**config.mk**
```make
export PLATFORM = sky130hd
export DESIGN_NAME = dfn_node
export DESIGN_NICKNAME = d
export VERILOG_FILES = /design/src/rtl/dfn_pkg.sv /design/src/rtl/dfn_cfg_shift.sv /design/src/rtl/dfn_in_slot.sv /design/src/rtl/dfn_alu.sv /design/src/rtl/dfn_out_stage.sv /design/src/rtl/dfn_node.sv
export SDC_FILE = /design/constraint.sdc
export NUM_CORES = 1
export LEC_CHECK = 0
export CORE_UTILIZATION = 30
export DETAILED_ROUTE_END_ITERATION = 6
export SLEW_MARGIN = 20
export SYNTH_ARGS = -nofsm -noshare
export SYNTH_HDL_FRONTEND = slang
export SYNTH_SLANG_ARGS = --single-unit
```
**constraint.sdc**
```tcl
create_clock -name clk -period 9.6 [get_ports clk]
set_clock_uncertainty 0.15 [all_clocks]
set_input_delay 0.96 -clock clk [delete_from_list [all_inputs] [get_ports clk]]
set_output_delay 0.96 -clock clk [all_outputs]
set_load 0.02 [all_outputs]
```
**src/rtl/dfn_pkg.sv**
```systemverilog
`timescale 1ns/1ps
// Shared definitions for the dataflow node: operation codes and the layout
// of the serially loaded configuration word.
package dfn_pkg;

    localparam int NUM_IN = 3;   // operand a, operand b, predicate

    typedef enum logic [2:0] {
        OP_ADD = 3'd0,
        OP_SUB = 3'd1,
        OP_MUL = 3'd2,
        OP_LTU = 3'd3,
        OP_AND = 3'd4,
        OP_SEL = 3'd5
    } node_op_e;

    typedef struct packed {
        logic       pred_en;  // bit 3
        logic [2:0] op;       // bits 2:0
    } node_cfg_t;

    localparam int CFG_W = $bits(node_cfg_t);

endpackage

```
**src/rtl/dfn_cfg_shift.sv**
```systemverilog
`timescale 1ns/1ps
// Configuration shift register. Shifts one bit per enabled cycle, moving
// toward bit 0, so the first bit shifted lands in bit 0 after CFG_W shifts.
// Assumes the array drives a full word before relying on the configuration.
module dfn_cfg_shift
    import dfn_pkg::*;
(
    input  logic      clk,
    input  logic      rst_n,
    input  logic      shift_en,
    input  logic      shift_bit,
    output node_cfg_t cfg
);

    logic [CFG_W-1:0] word_q;

    // Shift register; reset selects add without predicate.
    always_ff @(posedge clk) begin
        if (!rst_n)        word_q <= '0;
        else if (shift_en) word_q <= {shift_bit, word_q[CFG_W-1:1]};
    end

    assign cfg = node_cfg_t'(word_q);

endmodule

```
**src/rtl/dfn_in_slot.sv**
```systemverilog
`timescale 1ns/1ps
// One-entry token slot for an input channel. Captures data and validity on
// the token strobe and returns a one-cycle credit when the token is taken.
// Assumes the producer sends only after a credit, so the slot never overruns.
module dfn_in_slot #(
    parameter int W = 16
) (
    input  logic         clk,
    input  logic         rst_n,
    input  logic         tok_rdy,
    input  logic [W-1:0] tok_data,
    input  logic         tok_vld,
    input  logic         take,
    output logic         full,
    output logic [W-1:0] data,
    output logic         vld,
    output logic         crd
);

    // Occupancy flag and credit strobe.
    always_ff @(posedge clk) begin
        if (!rst_n) begin
            full <= 1'b0;
            crd  <= 1'b0;
        end else begin
            full <= (full & ~take) | tok_rdy;
            crd  <= take;
        end
    end

    // Token payload, captured on arrival.
    always_ff @(posedge clk) begin
        if (!rst_n) begin
            data <= '0;
            vld  <= 1'b0;
        end else if (tok_rdy) begin
            data <= tok_data;
            vld  <= tok_vld;
        end
    end

endmodule

```
**src/rtl/dfn_alu.sv**
```systemverilog
`timescale 1ns/1ps
// Combinational operation unit with validity propagation. Invalid operands
// or a failing predicate give an invalid result whose data is forced to 0.
module dfn_alu
    import dfn_pkg::*;
#(
    parameter int W = 16
) (
    input  logic [2:0]   op,
    input  logic         pred_en,
    input  logic [W-1:0] a,
    input  logic         va,
    input  logic [W-1:0] b,
    input  logic         vb,
    input  logic [W-1:0] p,
    input  logic         vp,
    output logic [W-1:0] res,
    output logic         res_v
);

    logic [W-1:0] raw;
    logic         raw_v;
    logic         pred_ok;

    // Raw operation result and its validity before predication.
    always_comb begin
        raw   = '0;
        raw_v = va & vb;
        case (op)
            OP_ADD: raw = a + b;
            OP_SUB: raw = a - b;
            OP_MUL: raw = a * b;
            OP_LTU: raw = {{(W-1){1'b0}}, (a < b)};
            OP_AND: raw = a & b;
            OP_SEL: begin
                raw   = va ? a : b;
                raw_v = va | vb;
            end
            default: raw_v = 1'b0;
        endcase
    end

    // Predicate gate and zeroing of invalid data.
    always_comb begin
        pred_ok = ~pred_en | (vp & p[0]);
        res_v   = raw_v & pred_ok;
        res     = res_v ? raw : '0;
    end

endmodule

```
**src/rtl/dfn_out_stage.sv**
```systemverilog
`timescale 1ns/1ps
// Output register and downstream credit counter. Loads the result on fire,
// strobes rdy for one cycle and tracks the credits granted by the consumer.
// Assumes the consumer never returns more credits than it was granted.
module dfn_out_stage #(
    parameter int W        = 16,
    parameter int CRD_W    = 2,
    parameter int INIT_CRD = 1
) (
    input  logic         clk,
    input  logic         rst_n,
    input  logic         fire,
    input  logic [W-1:0] res,
    input  logic         res_v,
    input  logic         crd_in,
    output logic         has_crd,
    output logic         rdy,
    output logic [W-1:0] data,
    output logic         vld
);

    logic [CRD_W-1:0] crd_cnt;

    // Credit count: up on a returned credit, down on a firing.
    always_ff @(posedge clk) begin
        if (!rst_n) begin
            crd_cnt <= CRD_W'(INIT_CRD);
        end else begin
            case ({crd_in, fire})
                2'b10:   crd_cnt <= crd_cnt + 1'b1;
                2'b01:   crd_cnt <= crd_cnt - 1'b1;
                default: crd_cnt <= crd_cnt;
            endcase
        end
    end

    assign has_crd = (crd_cnt != '0);

    // One-entry output register with its forward strobe.
    always_ff @(posedge clk) begin
        if (!rst_n) begin
            rdy  <= 1'b0;
            data <= '0;
            vld  <= 1'b0;
        end else begin
            rdy <= fire;
            if (fire) begin
                data <= res;
                vld  <= res_v;
            end
        end
    end

endmodule

```
**src/rtl/dfn_node.sv**
```systemverilog
`timescale 1ns/1ps
// Predicated dataflow function-unit node. Three input slots (a, b,
// predicate), one configured operation and one credited output channel.
// Fires when every enabled slot is full, a credit is held and no
// configuration shift is under way.
module dfn_node
    import dfn_pkg::*;
#(
    parameter int W        = 16,
    parameter int CRD_W    = 2,
    parameter int INIT_CRD = 1
) (
    input  logic         clk,
    input  logic         rst_n,
    input  logic         cfg_en,
    input  logic         cfg_bit,
    input  logic         a_rdy,
    input  logic [W-1:0] a_data,
    input  logic         a_vld,
    output logic         a_crd,
    input  logic         b_rdy,
    input  logic [W-1:0] b_data,
    input  logic         b_vld,
    output logic         b_crd,
    input  logic         p_rdy,
    input  logic [W-1:0] p_data,
    input  logic         p_vld,
    output logic         p_crd,
    output logic         o_rdy,
    output logic [W-1:0] o_data,
    output logic         o_vld,
    input  logic         o_crd
);

    node_cfg_t           cfg;
    logic [NUM_IN-1:0]   in_rdy, in_vld, slot_full, slot_vld, slot_crd, need, take;
    logic [W-1:0]        in_data   [NUM_IN];
    logic [W-1:0]        slot_data [NUM_IN];
    logic [W-1:0]        alu_res;
    logic                alu_v, has_crd, fire;

    dfn_cfg_shift u_cfg (
        .clk(clk), .rst_n(rst_n), .shift_en(cfg_en), .shift_bit(cfg_bit), .cfg(cfg)
    );

    // Gather the input channels into indexed form.
    always_comb begin
        in_rdy     = {p_rdy, b_rdy, a_rdy};
        in_vld     = {p_vld, b_vld, a_vld};
        in_data[0] = a_data;
        in_data[1] = b_data;
        in_data[2] = p_data;
    end

    for (genvar gi = 0; gi < NUM_IN; gi++) begin : g_slot
        dfn_in_slot #(.W(W)) u_slot (
            .clk(clk), .rst_n(rst_n),
            .tok_rdy(in_rdy[gi]), .tok_data(in_data[gi]), .tok_vld(in_vld[gi]),
            .take(take[gi]),
            .full(slot_full[gi]), .data(slot_data[gi]), .vld(slot_vld[gi]),
            .crd(slot_crd[gi])
        );
    end

    // Firing rule: all needed slots full, a credit held, no config shift.
    always_comb begin
        need = {cfg.pred_en, 2'b11};
        fire = ~cfg_en & has_crd & (&(slot_full | ~need));
        take = need & {NUM_IN{fire}};
    end

    dfn_alu #(.W(W)) u_alu (
        .op(cfg.op), .pred_en(cfg.pred_en),
        .a(slot_data[0]), .va(slot_vld[0]),
        .b(slot_data[1]), .vb(slot_vld[1]),
        .p(slot_data[2]), .vp(slot_vld[2]),
        .res(alu_res), .res_v(alu_v)
    );

    dfn_out_stage #(.W(W), .CRD_W(CRD_W), .INIT_CRD(INIT_CRD)) u_out (
        .clk(clk), .rst_n(rst_n), .fire(fire), .res(alu_res), .res_v(alu_v),
        .crd_in(o_crd), .has_crd(has_crd),
        .rdy(o_rdy), .data(o_data), .vld(o_vld)
    );

    assign a_crd = slot_crd[0];
    assign b_crd = slot_crd[1];
    assign p_crd = slot_crd[2];

endmodule

```
### Yosys cells after proc, flatten, opt, wreduce, memory -nomap -nowiden

Index checks and enable logic that the tools add are counted.

* flip-flop bits (word level): 66
* bits of input ports: 59
* logic and storage cells: 62

* add/sub/neg operators: 4
* multiply operators: 1
* order comparisons: 1
* eq/ne operators: 7
* mux-type cells: 5
* bitwise operators: 22
* reductions and logical operators: 5

Operators with widths (number)
* one-hot mux 16 bit (6 select lines): 1
* two-way mux 16 bit: 2
* adder 16 bit: 1
* bitwise AND 16 bit: 1
* < comparator 16 bit: 1
* multiplier 16 x 16 -> 16 bit: 1
* subtractor 16 bit: 1
* bitwise AND 1 bit: 8
* equality test 3 x 2 -> 1 bit, second input constant: 2
* equality test 3 bit, second input constant: 2
* inverter 1 bit: 5
* OR 1 bit: 5
* OR reduction 5 bit: 1
* one-hot mux 2 bit (2 select lines): 1
* nonzero test 2 bit: 2
* bitwise AND 3 bit: 1
* equality test 3 x 1 -> 1 bit, second input constant: 1
* zero test 3 bit: 1
* inverter 3 bit: 1
* OR 3 bit: 1
* AND reduction 3 bit: 1
* adder 2 x 1 -> 2 bit, second input constant: 1
* equality test 2 x 1 -> 1 bit, second input constant: 1
* equality test 2 bit, second input constant: 1
* other kinds (2): 2

### Logic depth before layout (Yosys ltp)

* depth after elaboration: 8
* gate-level depth with buffers: 23

### Hierarchy

Synthesis repeated with hierarchy kept, for this count alone.

* cell total of the unflattened synthesis: 1072
* area, all modules: 9257.6 um^2

By module, submodules not included
* dfn_alu: instances 1, cells each 809, area each 6147.1 um^2, seq. area each 0.0 um^2
* dfn_in_slot: instances 3, cells each 59, area each 711.9 um^2, seq. area each 380.4 um^2
* dfn_out_stage: instances 1, cells each 68, area each 772.0 um^2, seq. area each 400.4 um^2
* dfn_cfg_shift: instances 1, cells each 13, area each 156.4 um^2, seq. area each 80.1 um^2
* dfn_node: instances 1, cells each 5, area each 46.3 um^2, seq. area each 0.0 um^2

### Least setup slack after synthesis

No wires, ideal clock.

* path kind: reg2reg
* from: register g_slot[1].u_slot.data[1]
* to: register u_out.data[13]
* data arrival time: 5.390 ns
* slack: 3.938 ns
* cell stages (with the launch flop): 20
* path buffers: 1
* period minus slack after synthesis: 5.662 ns
* path through: dfxtp_1 > clkbuf_1 > nand2_1 > fa_1 > fa_1 > fa_1 > fa_1 > inv_1 > fa_1 > inv_1 > fa_1 > inv_1 > ha_1 > a21oi_1 > nand2_1 > o221ai_1 > xnor2_1 > a221oi_1 > nor2_1 > a221o_1

* word-level cells in the longest chain between the ends: 3

Ends and longest elaborated chain
* start: declaration: line dfn_in_slot.sv:15 `output logic [W-1:0] data,`
* start signal: assignment: line dfn_in_slot.sv:37 `data <= tok_data;`
* multiplier 16 x 16 -> 16 bit, or another cell as far along: line dfn_alu.sv:32 `OP_MUL: raw = a * b;`
* one-hot mux 16 bit (6 select lines) *: line dfn_alu.sv:29 `case (op)`
* two-way mux 16 bit *: line dfn_alu.sv:47 `res = res_v ? raw : '0;`
* end signal: assignment: line dfn_out_stage.sv:48 `data <= res;`
* end: declaration: line dfn_out_stage.sv:18 `output logic [W-1:0] data,`

Mark *: on every way between the ends. The rest lies on a longest branch, timed or not.
A chain may end at the register's enable or synchronous reset.

### Worst setup path after layout

Same ends and word-level chain as after synthesis.

==> results by group <==
STA
  • Crit path time final: 6.45 ns
  • Worst slew pin tran: 1.09 ns
  • Relative slew slack: 27.0%
  • Final hold violation count: 0
  • Setup TNS: 0 ns
  • Final setup fails: 0
  • RSZ-0062 raised after global routing: false
  • Count of pins over their slew limit: 0
  • WHS: 0.301 ns
  • Crit share post-route: 67.1%
  • Achievable Freq: 155 MHz

Route
  • Routed vias/inst: 5.02
  • Routed wire length: 23500 microns
  • Detailed Route Iter0 Violations: 535
  • 1st-pass router iterations: 5
  • # DRC: 0
  • DR vias: 6904
  • Routed WL per cell: 17.1 microns
  • Final ANT Viol Nets: 0

Worst hold path
  • Worst hold path startpoint: u_out.data[4]
  • Worst Hold Depth: 2
  • Hold Crit Class: register to register
  • Worst hold endpoint: u_out.data[4]

Clock network
  • Setup Buffers After CTS: 0
  • CTS max path bufs: 2
  • Worst skew pair latency: 0.34 ns
  • CTS buffer count: 9
  • Post-CTS sizing: 0
  • Clock-pin slew on the worst setup and hold paths: 0.06 ns
  • Hold_buf cts: 0
  • H-tree level count: 3
  • Root Buffer: clkbuf_16
  • CTS tree: yes
  • Sink Count: 64

Synthesis
  • Post-Syn Instances: 998
  • Yosys warnings: 0
  • Mux share of post-synthesis cell area: 7.11%
  • Mapped Area: 8180 sq um
  • Synth Net Count: 1222
  • Post-synth top area share: 19.8%
  • Syn avg cell area: 8.20 sq um
  • Synth Area in Simple Gates: 16.4%
  • Yosys reg bits: 64
  • Top-count cell post-synth: inv_1
  • Ys flop type: dfxtp_1
  • Sequential cell area fraction in the yosys report: 15.7%
  • Synth Area in Compound Gates: 13.3%
  • Main combinational cell family by area after synthesis: adder cells
  • Synth area leaders: fa_1 (20%), dfxtp_1 (16%), ha_1 (13%)
  • Asr flop ratio synth: 0%
  • Commonest cells in the netlist: inv_1 (155), nand2_1 (101), nor2_1 (89)
  • Number of synthesized flops with an enable pin: 0
  • Adder-Cell Fraction of Synth Area: 32.7%
  • Xor-xnor portion of the synthesized cell area: 5.25%
  • Synth area leader: fa_1
  • Synth cell types: 55

Global routing
  • Global-route wire length before repair: 37700 microns
  • Largest net degree at the start of global routing: 57
  • Vias in the first global route: 6801
  • Antenna violations before repair: 1
  • Total global routing overflow: 0
  • All-Layer GR Usage: 17.3%

Layout
  • Fillers: 2788
  • Final std cells w/o fill: 1374
  • # diodes: 0
  • Layout cell share with drive strength beyond 1: 2.71%
  • Nets: 1252
  • Layout area overhead: 14.9%
  • Design area: 9390 sq um

Setup path
  • Critical path class: register to register
  • Reg-to-reg endpoint: u_out.data[13]
  • FF-to-FF path depth: 18
  • Worst setup EP type: register
  • CP Data Arrival Time: 6.52 ns
  • Crit path launch type: register
  • CP Data Required Time: 9.68 ns
  • Worst Path Max Fanout: 17
  • Flop-to-flop setup slack: 3.15 ns
  • Reg2reg start: g_slot[1].u_slot.data[1]

Placement
  • HPWL after detailed placement: 18300 microns
  • Placed instance count: 1358
  • DP Area: 9080 sq um
  • Gp weighted congestion: 0.936
  • Port Buffers: 64

Die
  • Row count: 60
  • # IOs: 80
  • Core Area: 26900 sq um
  • Initial Util: 30.4%
  • Die Y-Extent: 167 microns
  • Die area: 27900 sq um
  • DIE WIDTH: 167 microns

Pwr
  • Max VDD drop: 0.0693 mV
  • Final Power: 938 uW
  • Leakage power: 4.14 nW
  • PD cells: 99.8 nW/um^2

Status
  • Outcome: finished, final reports clean

Run
  • Number of max-cap violations: 0
-- stage by stage --
step           util, %  setup slack [ns]
4_1_cts           35.0              3.16
3_3_place_gp      33.8              3.22
5_1_grt           35.0              2.76
6_report          35.0              3.15
2_1_floorplan        -              3.94
3_5_place_dp      33.8              3.15
-- routing by layer --
metal	GRT usage [%]	part of all wire (%)	wire length [microns]
met2	27.3	44	10300
met4	3.62	1.3	311
met1	24.7	48	11300
met3	2.93	6.7	1580
met5	0	0	0
-- worst max path at each step --
| stage | cells after the start | to | from |
|---|---|---|---|
| after detailed placement | 18 | u_out.data[13] | g_slot[1].u_slot.data[1] |
| after CTS | 18 | u_out.data[13] | g_slot[1].u_slot.data[1] |
| after floorplan | 19 | u_out.data[13] | g_slot[1].u_slot.data[1] |
| after global routing | 18 | u_out.data[13] | g_slot[1].u_slot.data[1] |
| final | 18 | u_out.data[13] | g_slot[1].u_slot.data[1] |
| after global placement | 18 | u_out.data[13] | g_slot[1].u_slot.data[1] |
-- flip-flops by register name, indices dropped and copies added (netlist names) --
register	cells
u_cfg.cfg	4
u_out.vld	1
g_slot.u_slot.full	3
u_out.crd_cnt	2
u_out.data	16
g_slot.u_slot.vld	3
g_slot.u_slot.crd	2
g_slot.u_slot.data	33
-- critical path, cell delays in order (launching register included) --
cell and delay, ns:
dfxtp_1 0.84, nand2_1 0.20, fa_1 0.54, fa_1 0.57, fa_1 0.45, fa_1 0.55, inv_1 0.05, fa_1 0.47
inv_1 0.05, fa_1 0.52, inv_1 0.07, ha_1 0.35, a21oi_1 0.36, nand2_1 0.09, o221ai_1 0.33, xnor2_1 0.11
a221oi_1 0.31, nor2_1 0.07, a221o_1 0.25
-- area by class of cell --
type,count,area [sq um],share of cell area (%)
multi-input cells,728,6110,65.0
repair buffers,70,681,7.25
inverters,155,582,6.19
clock buffers,11,233,2.48
clock inverters,5,81.3,0.866
well taps,341,427,4.54
flip-flops and latches,64,1280,13.6
-- cells by family (layout without fill, tap and decap cells) --
| group | count (synthesis) | count (layout) |
|---|---|---|
| buf+inv | 206 | 241 |
| simple gates | 291 | 291 |
| mux | 58 | 58 |
| fa+ha+maj | 165 | 165 |
| compound gates | 165 | 165 |
| xor+xnor | 49 | 49 |
| flops | 64 | 64 |
-- layout by cell type, fill, tap and decap left out, drive strengths merged, types with 8 or more instances in the layout --
cell type      netlist  routed
inv                155     154
nand2              101     101
nor2                89      89
ha                  84      84
fa                  81      81
dfxtp               64      64
clkdlybuf4s50        0      63
mux2i               57      57
and2                54      54
a21oi               48      48
xnor2               40      40
o21ai               39      39
nor3                11      11
clkbuf              46      11
xor2                 9       9
a21o                 9       9
a31oi                8       8
nand3                8       8
-- report_power, final --
group	switching (mW)	total (mW)	internal, mW
Sequential	0.0370	0.314	0.277
Clock	0.126	0.353	0.227
Combinational	0.151	0.270	0.119
Total	0.314	0.938	0.624
Power figures use the tool's default switching activity.
